<file path="src/rtl/tirq_pkg.sv">
package tirq_pkg;

  parameter int TEMP_W = 9;
  parameter int FRAC_W = 1;
  localparam int WHOLE_W = TEMP_W - FRAC_W;

  typedef logic signed [WHOLE_W-1:0] deg_t;

  localparam deg_t DISABLE_LIM = deg_t'({1'b0, {(WHOLE_W-1){1'b1}}});

  typedef enum logic [1:0] {
    TM_REPEAT = 2'd0,
    TM_ONCE   = 2'd1,
    TM_FOLLOW = 2'd2
  } tmode_e;

  // Drop the fractional bits; arithmetic shift keeps the sign (floor).
  function automatic deg_t whole_deg(input logic [TEMP_W-1:0] w);
    return $signed(w[TEMP_W-1:FRAC_W]);
  endfunction

  // Two codes alias onto repetitive behaviour.
  function automatic tmode_e decode_mode(input logic [1:0] f);
    case (f)
      2'b01:   return TM_ONCE;
      2'b10:   return TM_FOLLOW;
      default: return TM_REPEAT;
    endcase
  endfunction

  function automatic logic over_high(input deg_t t, input deg_t h);
    return (h != DISABLE_LIM) && (t > h);
  endfunction

  function automatic logic under_low(input deg_t t, input deg_t l);
    return t < l;
  endfunction

endpackage

</file>
<file path="src/rtl/tirq_compare.sv">
module tirq_compare
  import tirq_pkg::*;
(
  input  logic [TEMP_W-1:0]  temp_word,
  input  logic [WHOLE_W-1:0] high_lim,
  input  logic [WHOLE_W-1:0] low_lim,
  output logic               hot,
  output logic               cold
);
  deg_t t_deg;
  deg_t h_deg;
  deg_t l_deg;

  always_comb begin
    t_deg = whole_deg(temp_word);
    h_deg = deg_t'(high_lim);
    l_deg = deg_t'(low_lim);
    hot   = over_high(t_deg, h_deg);
    cold  = under_low(t_deg, l_deg);
  end
endmodule

</file>
<file path="src/rtl/tirq_arm.sv">
module tirq_arm
  import tirq_pkg::*;
(
  input  logic clk,
  input  logic rst_n,
  input  logic conv_done,
  input  logic once_mode,
  input  logic hot,
  input  logic cold,
  output logic fire_once,
  output logic wait_low
);
  always_comb begin
    fire_once = once_mode && conv_done && (wait_low ? cold : hot);
  end

  always_ff @(posedge clk or negedge rst_n) begin
    if (!rst_n) begin
      wait_low <= 1'b0;
    end else if (!once_mode) begin
      wait_low <= 1'b0;
    end else if (fire_once) begin
      wait_low <= !wait_low;
    end
  end
endmodule

</file>
<file path="src/rtl/tirq_status.sv">
module tirq_status
  import tirq_pkg::*;
(
  input  logic   clk,
  input  logic   rst_n,
  input  tmode_e mode,
  input  logic   conv_done,
  input  logic   hot,
  input  logic   fire_once,
  input  logic   stat_clr,
  output logic   set_evt,
  output logic   stat
);
  always_comb begin
    case (mode)
      TM_REPEAT: set_evt = conv_done && hot;
      TM_ONCE:   set_evt = fire_once;
      default:   set_evt = 1'b0;
    endcase
  end

  always_ff @(posedge clk or negedge rst_n) begin
    if (!rst_n) begin
      stat <= 1'b0;
    end else if (mode == TM_FOLLOW) begin
      if (conv_done) stat <= hot;
    end else if (set_evt) begin
      stat <= 1'b1;
    end else if (stat_clr) begin
      stat <= 1'b0;
    end
  end
endmodule

</file>
<file path="src/rtl/thermal_irq_gen.sv">
module thermal_irq_gen
  import tirq_pkg::*;
(
  input  logic               clk,
  input  logic               rst_n,
  input  logic [TEMP_W-1:0]  temp_word,
  input  logic               conv_done,
  input  logic [WHOLE_W-1:0] high_lim,
  input  logic [WHOLE_W-1:0] low_lim,
  input  logic [1:0]         mode_sel,
  input  logic               stat_clr,
  input  logic               irq_en,
  output logic               stat_bit,
  output logic               irq
);
  tmode_e mode;
  logic   hot;
  logic   cold;
  logic   fire_once;
  logic   wait_low;
  logic   set_evt;

  always_comb mode = decode_mode(mode_sel);

  tirq_compare u_cmp (
    .temp_word (temp_word),
    .high_lim  (high_lim),
    .low_lim   (low_lim),
    .hot       (hot),
    .cold      (cold)
  );

  tirq_arm u_arm (
    .clk       (clk),
    .rst_n     (rst_n),
    .conv_done (conv_done),
    .once_mode (mode == TM_ONCE),
    .hot       (hot),
    .cold      (cold),
    .fire_once (fire_once),
    .wait_low  (wait_low)
  );

  tirq_status u_stat (
    .clk       (clk),
    .rst_n     (rst_n),
    .mode      (mode),
    .conv_done (conv_done),
    .hot       (hot),
    .fire_once (fire_once),
    .stat_clr  (stat_clr),
    .set_evt   (set_evt),
    .stat      (stat_bit)
  );

  assign irq = stat_bit & irq_en;
endmodule

</file>
<file path="config.mk">
export PLATFORM = sky130hd
export DESIGN_NAME = thermal_irq_gen
export DESIGN_NICKNAME = d
export VERILOG_FILES = /design/src/rtl/tirq_pkg.sv /design/src/rtl/tirq_compare.sv /design/src/rtl/tirq_arm.sv /design/src/rtl/tirq_status.sv /design/src/rtl/thermal_irq_gen.sv
export SDC_FILE = /design/constraint.sdc
export NUM_CORES = 1
export LEC_CHECK = 0
export ABC_CLOCK_PERIOD_IN_PS = 1800
export BUFFER_PORTS_ARGS = -buffer_cell sky130_fd_sc_hd__clkbuf_2
export CORE_MARGIN = 4
export CORE_UTILIZATION = 35
export CTS_CLUSTER_DIAMETER = 40
export DETAILED_ROUTE_END_ITERATION = 16
export PLACE_DENSITY_LB_ADDON = 0.2
export SLEW_MARGIN = 5
export SYNTH_ARGS = -nofsm -noshare
export SYNTH_HDL_FRONTEND = slang
export SYNTH_HIERARCHICAL = 1
export SYNTH_SLANG_ARGS = --single-unit
</file>
<file path="constraint.sdc">
create_clock -name clk -period 1.8 [get_ports clk]
set_clock_uncertainty 0.2 [all_clocks]
set_input_delay 0.09 -clock clk [delete_from_list [all_inputs] [get_ports clk]]
set_output_delay 0.09 -clock clk [all_outputs]
set_load 0.005 [all_outputs]
</file>
==> results of run 1 <==
through the flow:
stage          setup WS [ns]  utilization  instance area, um2  setup TNS, ns
2_1_floorplan       -0.04848            -               700.7       -0.04848
3_3_place_gp         -0.2727       0.6132               955.9        -0.3703
3_5_place_dp         -0.3286       0.6132               955.9        -0.4645
4_1_cts             -0.01782       0.6645                1036       -0.01782
5_1_grt              -0.1329       0.6677                1041        -0.1329
6_report            -0.03238       0.6677                1041       -0.03238
area by class of cell:
type	instances	area (um2)
Timing Repair Buffer	44	294.0
Tap cell	16	20.02
Multi-Input combinational cell	58	563.0
Inverter	17	91.34
Clock buffer	3	22.52
Sequential cell	2	50.05
Fill cell	136	518.0
final timing paths:
| path | slack (ns) | cells after the start | endpoint | from |
|---|---|---|---|---|
| setup / recovery | -0.03 | 11 | u_stat/stat | high_lim[7] |
| hold / removal | 0.03 | 3 | u_stat/stat | stat_clr |
| setup reg to reg | 0.51 | 5 | u_stat/stat | u_arm/wait_low |
| hold reg to reg | 0.36 | 2 | u_arm/wait_low | u_arm/wait_low |
| max in group asynchronous | 0.73 | 3 | u_arm/wait_low | rst_n |
| min in group asynchronous | 0.54 | 3 | u_stat/stat | rst_n |
routing by layer:
metal / share of wire / routed length (um)
met5: 0 / 0
met4: 0 / 0
met3: 0.060 / 91
met2: 0.50 / 757
met1: 0.44 / 672
critical path, cell delays in order:
cell and delay, ns:
clkbuf_8 0.11, inv_6 0.03, ha_4 0.25, nand4_1 0.14, a21oi_2 0.14, a31o_1 0.17
mux2i_2 0.29, buf_4 0.16, nor2_1 0.03, nor3b_1 0.19, o32a_1 0.17
power groups by stage:
| stage | clock (mW) | sequential, mW | combinational (mW) |
|---|---|---|---|
| final | 0.0967 | 0.0558 | 0.240 |
| after global routing | 0.107 | 0.0570 | 0.273 |
| after CTS | 0.0999 | 0.0559 | 0.241 |
| after detailed placement | 0 | 0.0564 | 0.229 |
| after global placement | 0 | 0.0559 | 0.224 |
| after floorplan | 0 | 0.0560 | 0.126 |
flip-flops by register name, indices dropped and copies added, names as in the netlist:
signal,flops
u_arm/wait_low,1
u_stat/stat,1
layout by cell type (no fill, tap or decap), types with 2 or more instances in the layout:
cell type	instances
clkbuf_2	29
ha_1	10
buf_4	10
nor2_1	4
a21oi_2	4
mux2i_1	2
and2_1	2
nand2_1	5
ha_4	5
dfrtp_1	2
inv_1	13
dlygate4sd3_1	2
nor2b_1	2
nand4_1	3
a21oi_1	2
clkbuf_4	3
what timing repair did:
item,in CTS,in global routing
hold buffers,2,0
gates resized for setup,6,2
pin swaps,4,1
endpoints found under the setup margin,1,1
endpoints found under the hold margin,2,0
==> qor.txt, run 1 <==
status: finished with violations
failing checks: negative setup slack
effective utilization at floorplan: 0.3868
Gate Count Post-Synth: 77
Die Wd: 49.51 um
worst vdd ir: 0.3467 mV
GRT busiest layer: met2
Tot GR Track Use: 0.1423
Seq pwr share: 0.142
Core Area: 1559 um2
pin count of the biggest net entering global routing: 5
CP Capture Type: flip-flop
final period utilization: 1.018
# nets final: 173
Clk network pwr share: 0.246
mapped cell area: 603.1 um2
die height: 49.51 um
CP Launch Type: primary input
fmax: 545.7 MHz
Sink Count: 2
minimum clock period: 1.832 ns
Hold/Removal Path Class: primary input to flip-flop
Setup Fix Bufs, Post-CTS: 0
Port Buffer Count: 32
final hold violations: 0
endpoints failing setup: 1
worst hold margin: 0.02627 ns
CP Class: primary input to flip-flop
final setup margin: -0.03238 ns
switching pwr: 0.1301 mW
Int Pwr: 0.2625 mW
number of H-tree levels: 1
Critical Path RT: 1.76 ns
via count: 674
met1 usage: 0.1730
DP HPWL: 1411 um
max cap viols: 0
CTS Buf Count: 3
critical path data arrival time: 1.79 ns
fin cells: 140
DR DRC count: 0
CTS Root Cell: clkbuf_4
Worst-path clk slew: 0.03 ns
grt met2 use: 0.2589
total gr overflow: 0
first-iteration detailed-routing DRC count: 7
# rows: 14
maximum clock path buffer count: 2
first-pass GRT wire length: 2808 um
max-slew violations: 0
post-synthesis average cell area: 7.832 um2
grt met3 use: 0.03614
Placer Congestion: 0.7064
switch share: 0.3314
Inst Count DP: 135
I/O Pins: 34
area grow syn2layout: 72.61%
via/cell ratio: 4.814
First-pass DRT Iterations: 3
leakage: 0.5594 nW
synth warn: 6
crit-path max FO: 3
number of global-route vias before repair: 703
share of cells above drive strength 1: 0.5161
Combinational Power Share: 0.612
Slew HR: 0.8280
Power Total: 0.3926 mW
CTS tree: built
Avg WL per Cell: 10.86 um
Die ar.: 2451 um2
Antenna Violating Nets Remaining: 0
Syn Nets: 124
Worst Max-Slew Pin Slew: 0.2531 ns
Post-Route WL: 1521 um
n_diodes: 0
worst skew pair latency: 0.22 ns
antenna violations before repair: 0
unrepaired setup endpoints after global routing: true
PD cells: 377.2 nW/um2
No activity file was read; power rests on OpenSTA's default activity.
==> run 2, diff against run 1 <==
--- a/config.mk
+++ b/config.mk
@@ -6,11 +6,13 @@
 export NUM_CORES = 1
 export LEC_CHECK = 0
 export ABC_CLOCK_PERIOD_IN_PS = 1800
-export BUFFER_PORTS_ARGS = -buffer_cell sky130_fd_sc_hd__clkbuf_2
+export BUFFER_PORTS_ARGS = -buffer_cell sky130_fd_sc_hd__buf_2
 export CORE_MARGIN = 4
 export CORE_UTILIZATION = 35
+export CTS_BUF_LIST = sky130_fd_sc_hd__clkbuf_8 sky130_fd_sc_hd__clkbuf_16
 export CTS_CLUSTER_DIAMETER = 40
 export DETAILED_ROUTE_END_ITERATION = 16
+export HOLD_SLACK_MARGIN = 0.02
 export PLACE_DENSITY_LB_ADDON = 0.2
 export SLEW_MARGIN = 5
 export SYNTH_ARGS = -nofsm -noshare
==> qor.txt, run 2 (same netlist as run 1, synthesis figures left out) <==
status: finished with violations
failing checks: negative setup slack
Die Wd: 49.51 um
Multi-input gate area: 575.6 um2
Placed Area: 948.4 um2
First-pass DRT Iterations: 4
Core Area: 1559 um2
Die ar.: 2451 um2
# nets final: 175
grt met2 use: 0.2612
Design Area, Final: 1121 um2
pin count of the biggest net entering global routing: 6
Sink Count: 2
critical path data arrival time: 1.78 ns
worst vdd ir: 0.4919 mV
worst reg2reg path endpoint: u_arm/wait_low
CP Capture Type: flip-flop
Placer Congestion: 0.7134
share of cells above drive strength 1: 0.5397
Antenna Violating Nets Remaining: 0
first-iteration detailed-routing DRC count: 5
Worst Max-Slew Pin Slew: 0.4489 ns
Fillers: 118
Slew HR: 0.7001
Power Total: 0.4958 mW
fmax: 538.0 MHz
effective utilization at floorplan: 0.3868
Port Buffer Count: 32
PD cells: 442.2 nW/um2
number of global-route vias before repair: 695
Avg WL per Cell: 11.06 um
CTS Root Cell: clkbuf_8
DR DRC count: 0
Reg area: 50.05 um2
CP Launch Type: primary input
via count: 685
Worst-path clk slew: 0.03 ns
Hold Path Sink: u_arm/wait_low
cell depth of the worst hold path: 3
leakage: 0.5802 nW
R2R Setup Slk: 0.49 ns
CP cell instances: buf_12 -> inv_12 -> ha_4 -> nand4_1 -> o22ai_1 -> a31o_1 -> mux2i_2 -> nand2b_4 -> buf_4 -> buf_6 -> buf_4 -> o22ai_2
area grow syn2layout: 85.89%
CTS Buf Count: 3
Post-Route WL: 1570 um
hold path startpoint: conv_done
Critical R2R Launch: u_arm/wait_low
GRT busiest layer: met2
Most common cell on crit path: buf_4
worst skew pair latency: 0.21 ns
minimum clock period: 1.859 ns
CP max stage delay: 0.29 ns
worst r2r path cells: 5
I/O Pins: 34
worst hold margin: 0.04756 ns
DP HPWL: 1330 um
met1 usage: 0.1767
crit-path max FO: 3
Hold/Removal Path Class: primary input to flip-flop
final setup margin: -0.05877 ns
total gr overflow: 0
pre-CTS WS: -0.3410 ns
grt met3 use: 0.02108
n_diodes: 0
Tot GR Track Use: 0.1448
CTS tree: built
most common cell after layout, fill and taps aside: buf_2
Top Registers: u_arm/wait_low (1), u_stat/stat (1)
endpoints failing setup: 2
die height: 49.51 um
CP Class: primary input to flip-flop
# rows: 14
max-slew violations: 0
number of H-tree levels: 1
unrepaired setup endpoints after global routing: true
max cap viols: 0
commonest non-fill, non-tap cells in the layout: buf_2 (24), inv_1 (13), buf_4 (10), ha_1 (10), buf_6 (6)
final hold violations: 0
antenna violations before repair: 0
final period utilization: 1.033
maximum clock path buffer count: 2
Critical Path RT: 1.73 ns
Critical-path top delay cell: mux2i_2
first-pass GRT wire length: 2870 um
via/cell ratio: 4.824
## run 2: cell count changes in the layout (fill, tap and decap cells not counted), moves of 2 or more
cell      delta
buf_2       +24
buf_6        +6
clkbuf_2    -29
clkbuf_4     -3
clkbuf_8     +2
## run 2: layout make-up
cell class / instances / share of cell area
multi-input cells: 58 / 0.5134
clock buffers: 3 / 0.03683
flip-flops and latches: 2 / 0.04464
inverters: 17 / 0.08147
repair buffers: 46 / 0.3058
well taps: 16 / 0.01786
## run 2: critical path: cells and delay by family
kind,cells,cell delay (ns)
compound gates,3,0.46
fa+ha+maj,1,0.25
buf+inv,5,0.48
mux,1,0.29
simple gates,2,0.22
## run 2: report_power, final
group / total, mW / switching [mW] / internal, mW
logic: 0.266 / 0.108 / 0.158
registers: 0.0554 / 0.00390 / 0.0515
clock network: 0.174 / 0.0328 / 0.141
## run 2: per-stage QoR
step           utilization  setup TNS [ns]  instances
3_5_place_dp        0.6083         -0.4583        134
6_report            0.7191         -0.1053        142
4_1_cts             0.7014        -0.04940        141
2_1_floorplan            -        -0.04848         77
3_3_place_gp        0.6083         -0.3504        134
5_1_grt             0.7191         -0.3459        142
## run 2: what timing repair did
| item | in CTS | in global routing |
|---|---|---|
| hold buffers | 3 | 0 |
| pin swaps | 7 | 7 |
| setup buffers | 1 | 1 |
| gates resized for setup | 17 | 6 |
| endpoints found under the hold margin | 3 | 0 |
| setup endpoints to repair | 1 | 2 |
## run 2: per-layer routing
metal | vias up | share of wire | routed length (um)
met5 | - | 0 | 0
met4 | 0 | 0 | 0
met3 | 0 | 0.050 | 79
met2 | 15 | 0.49 | 768
met1 | 298 | 0.46 | 722
li1 | 372 | - | -
## run 2: worst max path at each step
stage                      startpoint             end  slack, ns  cells after the start
after floorplan           high_lim[5]     u_stat/stat      -0.05                     11
after global placement    high_lim[5]     u_stat/stat      -0.27                     12
after detailed placement  high_lim[5]     u_stat/stat      -0.34                     12
after CTS                 high_lim[5]     u_stat/stat      -0.05                     12
after global routing      high_lim[5]     u_stat/stat      -0.18                     12
final                     high_lim[5]  u_arm/wait_low      -0.06                     12
